**config.mk**
```make
export PLATFORM = sky130hd
export DESIGN_NAME = tree_path_predictor
export DESIGN_NICKNAME = d
export VERILOG_FILES = /design/src/rtl/tpp_pkg.sv /design/src/rtl/tpp_hist_split.sv /design/src/rtl/tpp_ctr_table.sv /design/src/rtl/tree_path_predictor.sv
export SDC_FILE = /design/constraint.sdc
export NUM_CORES = 1
export LEC_CHECK = 0
export BUFFER_PORTS_ARGS = -buffer_cell sky130_fd_sc_hd__buf_2
export CAP_MARGIN = 10
export CORE_UTILIZATION = 55
export DETAILED_ROUTE_END_ITERATION = 6
export GPL_TIMING_DRIVEN = 0
export PLACE_DENSITY = 0.82
export SYNTH_ARGS = -nofsm -noshare
export SYNTH_HDL_FRONTEND = slang
export SYNTH_SLANG_ARGS = --single-unit
```
**constraint.sdc**
```tcl
create_clock -name clk -period 5.8 [get_ports clk]
set_clock_uncertainty 0.15 [all_clocks]
set_input_delay 0.29 -clock clk [delete_from_list [all_inputs] [get_ports clk]]
set_output_delay 0.29 -clock clk [all_outputs]
set_load 0.02 [all_outputs]
```
**src/rtl/tpp_pkg.sv**
```systemverilog
package tpp_pkg;
    localparam int CTR_W = 3;
    typedef logic [CTR_W-1:0] ctr_t;
    localparam ctr_t CTR_MAX  = ctr_t'((1 << CTR_W) - 1);
    localparam ctr_t CTR_THR  = ctr_t'(1 << (CTR_W - 1));
    localparam ctr_t CTR_INIT = ctr_t'((1 << (CTR_W - 1)) - 1);

    function automatic ctr_t ctr_bump(input ctr_t cur, input logic up);
        if (up)
            return (cur == CTR_MAX) ? cur : ctr_t'(cur + 1'b1);
        else
            return (cur == '0) ? cur : ctr_t'(cur - 1'b1);
    endfunction
endpackage

```
**src/rtl/tpp_hist_split.sv**
```systemverilog
module tpp_hist_split #(
    parameter int P = 6
) (
    input  logic [2*P-1:0] hist,
    output logic [P-1:0]   pat_hi,
    output logic [P-1:0]   pat_lo
);
    for (genvar j = 0; j < P; j++) begin : g_bit
        assign pat_hi[j] = hist[2*j+1];
        assign pat_lo[j] = hist[2*j];
    end
endmodule

```
**src/rtl/tpp_ctr_table.sv**
```systemverilog
module tpp_ctr_table
    import tpp_pkg::*;
#(
    parameter int P = 6
) (
    input  logic         clk,
    input  logic         rst_n,
    input  logic [P-1:0] rd_idx,
    output logic         rd_taken,
    input  logic         wr_en,
    input  logic [P-1:0] wr_idx,
    input  logic         wr_up
);
    localparam int DEPTH = 1 << P;

    ctr_t mem [DEPTH];
    ctr_t wr_new;
    ctr_t rd_val;
    logic armed;

    always_comb begin
        wr_new = ctr_bump(mem[wr_idx], wr_up);
        if (wr_en && (wr_idx == rd_idx))
            rd_val = wr_new;
        else
            rd_val = mem[rd_idx];
        rd_taken = (rd_val >= CTR_THR);
    end

    always_ff @(posedge clk or negedge rst_n) begin
        if (!rst_n) begin
            for (int i = 0; i < DEPTH; i++) mem[i] <= CTR_INIT;
        end else if (wr_en) begin
            mem[wr_idx] <= wr_new;
        end
    end

    always_ff @(posedge clk or negedge rst_n) begin
        if (!rst_n) armed <= 1'b0;
        else        armed <= 1'b1;
    end

    AST_SAT_HI: assert property (@(posedge clk) disable iff (!rst_n)
        (wr_en && wr_up && mem[wr_idx] == CTR_MAX) |=> mem[$past(wr_idx)] == CTR_MAX);
    AST_SAT_LO: assert property (@(posedge clk) disable iff (!rst_n)
        (wr_en && !wr_up && mem[wr_idx] == '0) |=> mem[$past(wr_idx)] == '0);
    AST_STEP_UP: assert property (@(posedge clk) disable iff (!rst_n)
        (wr_en && wr_up && mem[wr_idx] != CTR_MAX) |=>
        mem[$past(wr_idx)] == ctr_t'($past(mem[wr_idx]) + 1'b1));
    AST_READ_SEES_WRITE: assert property (@(posedge clk) disable iff (!rst_n)
        armed |=> mem[$past(rd_idx)] == $past(rd_val));
endmodule

```
**src/rtl/tree_path_predictor.sv**
```systemverilog
module tree_path_predictor
    import tpp_pkg::*;
#(
    parameter int P = 6
) (
    input  logic           clk,
    input  logic           rst_n,
    input  logic [2*P-1:0] hist_i,
    output logic [1:0]     pred_path_o,
    output logic [2*P-1:0] hist_next_o,
    input  logic           trn_en_i,
    input  logic [P-1:0]   trn_hi_pat_i,
    input  logic [P-1:0]   trn_lo_pat_i,
    input  logic           trn_hi_taken_i,
    input  logic           trn_lo_taken_i
);
    localparam int HW = 2 * P;

    logic [P-1:0] pat_hi;
    logic [P-1:0] pat_lo;
    logic         guess_hi;
    logic         guess_lo;

    tpp_hist_split #(.P(P)) u_split (
        .hist   (hist_i),
        .pat_hi (pat_hi),
        .pat_lo (pat_lo)
    );

    tpp_ctr_table #(.P(P)) u_first (
        .clk      (clk),
        .rst_n    (rst_n),
        .rd_idx   (pat_hi),
        .rd_taken (guess_hi),
        .wr_en    (trn_en_i),
        .wr_idx   (trn_hi_pat_i),
        .wr_up    (trn_hi_taken_i)
    );

    tpp_ctr_table #(.P(P)) u_second (
        .clk      (clk),
        .rst_n    (rst_n),
        .rd_idx   (pat_lo),
        .rd_taken (guess_lo),
        .wr_en    (trn_en_i),
        .wr_idx   (trn_lo_pat_i),
        .wr_up    (trn_lo_taken_i)
    );

    always_comb begin
        pred_path_o = {guess_hi, guess_lo};
        hist_next_o = {hist_i[HW-3:0], guess_hi, guess_lo};
    end

    AST_PATH_KNOWN: assert property (@(posedge clk) disable iff (!rst_n)
        !$isunknown(pred_path_o));
endmodule

```
==> results of run 1 <==
kinds of logic (layout without fill, tap and decap cells):
logic type,count (synthesis),after routing
xor gates and xnor gates,14,14
muxes,159,159
adders and majority gates,8,8
and+or+nand+nor,691,691
DFF,384,384
buffers and inverters,208,323
AOI/OAI and AO/OA,656,656
placed cells by master (no fill, tap or decap), types with 9 or more instances in the layout:
cell type and n:
nor2b_1 9, a311o_1 22, nand3_1 12, and3_1 12
a31oi_1 9, buf_6 10, o21ai_0 221, o311ai_0 64
o22ai_1 18, a221oi_1 12, buf_2 82, mux4_2 71
a211oi_1 12, dfstp_2 256, o31ai_1 83, a22oi_1 14
nor2_1 41, mux2i_1 49, clkbuf_16 45, a21o_1 17
nor3_1 19, mux2_2 20, clkbuf_1 101, dfrtp_1 128
inv_1 13, nand2b_1 22, mux4_1 17, o211ai_1 80
a21oi_1 58, buf_4 23, nand2_1 503, and2_1 24
metrics by stage:
stage | hold WS (ps) | cells | area, µm² | utilization [%] | setup slack, ps
after floorplan | -156 | 2120 | 21400 | - | 1970
after global placement | 309 | 2662 | 22200 | 58.5 | -2850
after detailed placement | 43.4 | 2668 | 22400 | 58.8 | -232
after CTS | 41.3 | 2745 | 23800 | 62.5 | 274
after global routing | 79.9 | 2746 | 23800 | 62.6 | 21.8
final | 48.8 | 2746 | 23800 | 62.6 | 47.3
layer usage:
layer	vias up	wire (µm)
li1	8048	-
met1	9397	28400
met2	1602	31000
met3	349	12500
met4	2	3790
met5	-	13
how the worst min path moves through the flow:
| stage | to | slack [ps] | depth (start not counted) |
|---|---|---|---|
| 2_1_floorplan | u_first.mem[101] | -160 | 0 |
| 3_3_place_gp | u_first.mem[138] | 310 | 2 |
| 3_5_place_dp | u_second.mem[131] | 40 | 1 |
| 4_1_cts | u_second.mem[131] | 40 | 2 |
| 5_1_grt | u_second.mem[131] | 80 | 2 |
| 6_report | u_second.mem[131] | 50 | 2 |
worst register-to-register path, stage by stage (launching register included):
cell and delay (ps):
dfstp_2 370, mux2_2 260, nand2_1 70, a21oi_1 70, o31ai_1 850, nand4_2 290, inv_1 120, ha_1 280
or2_2 330, nor2_1 1070, clkbuf_1 340, o311ai_0 430, o211ai_1 240
state kept, by name, indices dropped and copies added, names as in the netlist:
register / flops
u_first.mem: 192
u_second.mem: 192
layout make-up:
type	instances	area, µm²
Inverter	17	68.8
Timing Repair Buffer	40	294
Clock buffer	63	1270
Buffer	189	995
Clock inverter	14	130
Fill cell	3119	14200
Multi-Input combinational cell	1528	10500
Sequential cell	384	9930
Tap cell	511	639
where the power goes:
| group | leakage, nW | total (mW) | internal, mW | switching (mW) |
|---|---|---|---|---|
| clock network | 0.684 | 2.76 | 1.61 | 1.15 |
| logic | 4.07 | 2.02 | 0.740 | 1.28 |
| registers | 4.40 | 3.84 | 3.50 | 0.338 |
repair_timing:
item	4_1_cts	5_1_grt
resized for setup	0	1
endpoints found under the setup margin	2	2
endpoints found under the hold margin	107	0
hold buffers	1	0
==> out/results.ini, run 1 <==
[synth]
synth_largest_area_cell = dfstp_2
syn_area_um2 = 21400
yosysMostFrequentCell = nand2_1
async_flop_share_pct = 100
synthXorXnorAreaFrac_pct = 0.572
ys_top_cells_by_area = dfstp_2, dfrtp_1, nand2_1
synth_compound_area_share_pct = 20.7
seq_area_frac_synth_pct = 46.3
syn_area_per_cell_um2 = 10.1
syn-num-nets = 2157
synth_cell_types = 83
synth_common_cells = nand2_1, dfstp_2, o21ai_0
synthAdderAreaFrac_pct = 0.467
netlist.area_leader.share_pct = 31.4
yosys_warnings = 0
synth_top_family_by_area = compound AO/OA/AOI/OAI gates
synth-edff-count = 0
yosys.area_share.simple_pct = 14.0
syn_inst = 2120
muxShareOfSynthArea_pct = 13.0
ys.flop_type = dfstp_2
synth-seq-cells = 384

[floorplanning]
std_cell_rows = 71
coreArea_um2 = 38000
dieArea_um2 = 39800
die_y_um = 199
ios = 43
initial_core_util_pct = 56.4
die_w_um = 199

[critical_path]
path_cells = buf_2 > buf_2 > buf_2 > clkinv_1 > mux4_1 > a21oi_1 > a221o_1 > or3_4 > inv_1 > ha_1 > inv_1 > ha_1 > nor2_1 > a31o_2 > clkbuf_1 > clkbuf_1 > o21ai_0 > buf_4 > buf_2
critPathLaunchType = primary input
path_buf_inv = 10
r2r_start = u_first.mem[112]
crit_arrival_ps = 5310
r2r_cells = 12
crit_top_cell = buf_2
max_stage_delay_ps = 560
cp-end-kind = output pin
crit_type = in2out
crit_cells = 19
cp.required_ps = 5360
r2r_end = u_first.mem[58]
path_delay_family = buffers and inverters
cpMaxStageDelayCell = clkinv_1
endpoint = pred_path_o[0]
startpoint = trn_lo_pat_i[2]
r2r_slack_ps = 860
path_max_fanout = 10

[timing]
fmax_mhz = 174
slew_viol_final = 0
worstMarginPinSlew_ps = 1430
finalHoldViolations = 0
rsz0062_at_grt = no
period_share_pct = 99.2
finalCriticalPeriod_ps = 5750
tns_ps = 0
relSlewSlack_pct = 4.34
finalSetupViolations = 0

[grt]
antenna_found_initial = 1
grt_pass1_wl_mm = 113
grt_usage_pct = 38.8
use_met2_pct = 53.6
grt_pass1_vias = 18523
gr-total-overflow = 0
busiest_layer = met2
grt_use_met1_pct = 52.7
globalRouteMet3Util_pct = 16.3
grt_max_degree = 129

[place]
gp_congestion = 1.09
place_hpwl_mm = 52.2
port_buffers = 31

[routing]
drtPass1Iterations = 7
drt-initial-drc-count = 2921
drt-total-wl_mm = 75.7
viasPerCell = 7.06
drc_errors = 25
vias = 19398
post_drt_wl_per_cell_um = 27.6
ant_nets = 0

[cts]
cts-root-buf = clkbuf_16
clock_latency_ps = 580
cts_made_buffers = 42
post_cts_buffers = 0
cts_tree = yes
clock_path_buffers = 3
cts_max_level = 2
cts.clk_slew.worst_paths_ps = 60
cts_sinks = 384

[worst_hold_path]
hp-class = in2async

[job]
drv_cap = 0

[pwr]
ir_worst_vdd_mv = 0.245
powerDensity_nw_per_um2 = 362
p_leak_nw = 9.15
power.total_mw = 8.62

[run_status]
status = complete, but fails checks
violations = DRC

[finish]
fin_nets = 2239
num_antenna_cells = 0
area_delta_synth_final_pct = 10.9
drive_above_1_share_pct = 25.1

(Power assumes the default switching activity.)
==> run 2, diff against run 1 <==
--- a/config.mk
+++ b/config.mk
@@ -10,7 +10,7 @@
 export CORE_UTILIZATION = 55
 export DETAILED_ROUTE_END_ITERATION = 6
 export GPL_TIMING_DRIVEN = 0
-export PLACE_DENSITY = 0.82
+export PLACE_DENSITY = 0.85
 export SYNTH_ARGS = -nofsm -noshare
 export SYNTH_HDL_FRONTEND = slang
 export SYNTH_SLANG_ARGS = --single-unit
==> constraint.sdc (replaced) <==
create_clock -name clk -period 5.2 [get_ports clk]
set_clock_uncertainty 0.15 [all_clocks]
set_input_delay 0.26 -clock clk [delete_from_list [all_inputs] [get_ports clk]]
set_output_delay 0.26 -clock clk [all_outputs]
set_load 0.02 [all_outputs]
==> run 2 against run 1 <==
Compared with the run above: the flow still finishes with violations (DRC); clock power increased by 13%; wire length grew 1.7%; via count increased by 0.20%; final cell count rose by 0.29%; first-iteration DRC count up 3.2%; flip-flop and latch count unchanged; worst setup slack lost 45 ps; global-route usage is 0.96 points higher; design area up 0.25%; non-clock buffer count up 4; largest cell class unchanged.
==> out/results.ini, run 2 (synthesis gave the netlist of run 1 again) <==
[critical_path]
cp.required_ps = 5550
path_max_fanout = 10
crit_arrival_ps = 5540
critPathLaunchType = primary input
cp-end-kind = register
r2r_cells = 12
crit_type = in2reg

[timing]
relSlewSlack_pct = 15.9
tns_ps = 0
finalHoldViolations = 0
slew_viol_final = 0
worstMarginPinSlew_ps = 1260
rsz0062_at_grt = no
fmax_mhz = 192
holdWs_ps = 61.8
finalSetupViolations = 0
finalCriticalPeriod_ps = 5200
timing.final.ws_setup_ps = 2.18
period_share_pct = 100

[routing]
drc_errors = 2
ant_nets = 0
drtPass1Iterations = 7
drt-total-wl_mm = 77.0
post_drt_wl_per_cell_um = 28.0
vias = 19437
drt-initial-drc-count = 3015
viasPerCell = 7.06

[cts]
cts.clk_slew.worst_paths_ps = 60
cts_max_level = 2
cts-root-buf = clkbuf_16
clock_latency_ps = 600
cts_made_buffers = 43
cts_sinks = 384
cts_tree = yes
clock_path_buffers = 3

[grt]
antenna_found_initial = 2
grt_pass1_vias = 18728
grt_pass1_wl_mm = 116
grt_max_degree = 120
grt_usage_pct = 39.8
gr-total-overflow = 0

[pwr]
power.total_mw = 9.69
powerDensity_nw_per_um2 = 406
ir_worst_vdd_mv = 0.268
p_leak_nw = 9.20

[finish]
fin_nets = 2244
finalNonFillerCells = 2754
final_cell_mix = nand2_1, dfstp_2, o21ai_0
final_common_cell = nand2_1
reg_top3 = u_first.mem (192), u_second.mem (192)
drive_above_1_share_pct = 25.6
final_area_um2 = 23800
post-route-util_pct = 62.7
area_delta_synth_final_pct = 11.2

[floorplanning]
coreArea_um2 = 38000
die_w_um = 199
die_y_um = 199
dieArea_um2 = 39800
initial_core_util_pct = 56.4
ios = 43
std_cell_rows = 71

[job]
drv_cap = 0

[place]
dp_cells = 2671
placement.cell_area_um2 = 22400
pre_cts_ws_ps = -399
place_hpwl_mm = 53.6
gp_congestion = 1.09
port_buffers = 31

[run_status]
violations = DRC
status = complete, but fails checks

[worst_hold_path]
hp-class = in2async

-- run 2: changes by cell type in the layout (fill, tap and decap cells not counted), sizes merged --
cell and delta:
buf +6, bufinv +2, clkbuf -7, clkinv +6
clkinvlp -3, diode +1, inv +3
-- run 2: critical path, stage by stage --
cell,delay [ps]
buf_2,130
buf_2,300
buf_4,360
buf_2,380
buf_2,390
mux2i_1,330
nor2_1,60
o21ai_0,270
and4_1,300
and2_1,180
ha_1,280
or2_2,320
nor2_1,950
clkbuf_1,350
o311ai_0,430
o211ai_1,220
-- run 2: path summary, 6_finish.rpt --
| check | to | slack, ps | start |
|---|---|---|---|
| max | u_first.mem[148] | 2 | trn_hi_pat_i[1] |
| max reg2reg | u_first.mem[148] | 550 | u_first.mem[169] |
| min | u_second.mem[122] | 60 | rst_n |
| min in group clk | u_first.mem[153] | 100 | trn_hi_pat_i[4] |
| max in group asynchronous | u_first.mem[11] | 3430 | rst_n |
| min reg2reg | u_first.mem[81] | 320 | u_first.mem[81] |
-- run 2: metal layers --
layer,up-vias,global-route usage [%],routed length (µm),share of wire (%)
met5,-,0,0,0
met4,0,17.7,3960,5.1
met3,378,16.8,12700,16
met2,1619,54.5,31300,41
met1,9378,54.5,29000,38
li1,8062,-,-,-
-- run 2: what timing repair did --
item / in CTS / in global routing
hold buffers: 1 / 0
endpoints found under the hold margin: 70 / 0
gates resized for setup: 5 / 3
endpoints found under the setup margin: 4 / 4
buffers inserted: 0 / 0
-- run 2: cell type report --
type / instances / area [µm²]
Fill cell: 3013 / 14200
Buffer: 189 / 1000
Tap cell: 511 / 639
Antenna cell: 1 / 2.50
Timing Repair Buffer: 44 / 335
Multi-Input combinational cell: 1528 / 10500
Sequential cell: 384 / 9930
Clock buffer: 58 / 1180
Inverter: 17 / 70.1
Clock inverter: 22 / 228
-- run 2: power breakdown --
part | total (mW) | switching (mW) | internal, mW
Clock | 3.11 | 1.31 | 1.80
Combinational | 2.27 | 1.44 | 0.829
Sequential | 4.30 | 0.392 | 3.91
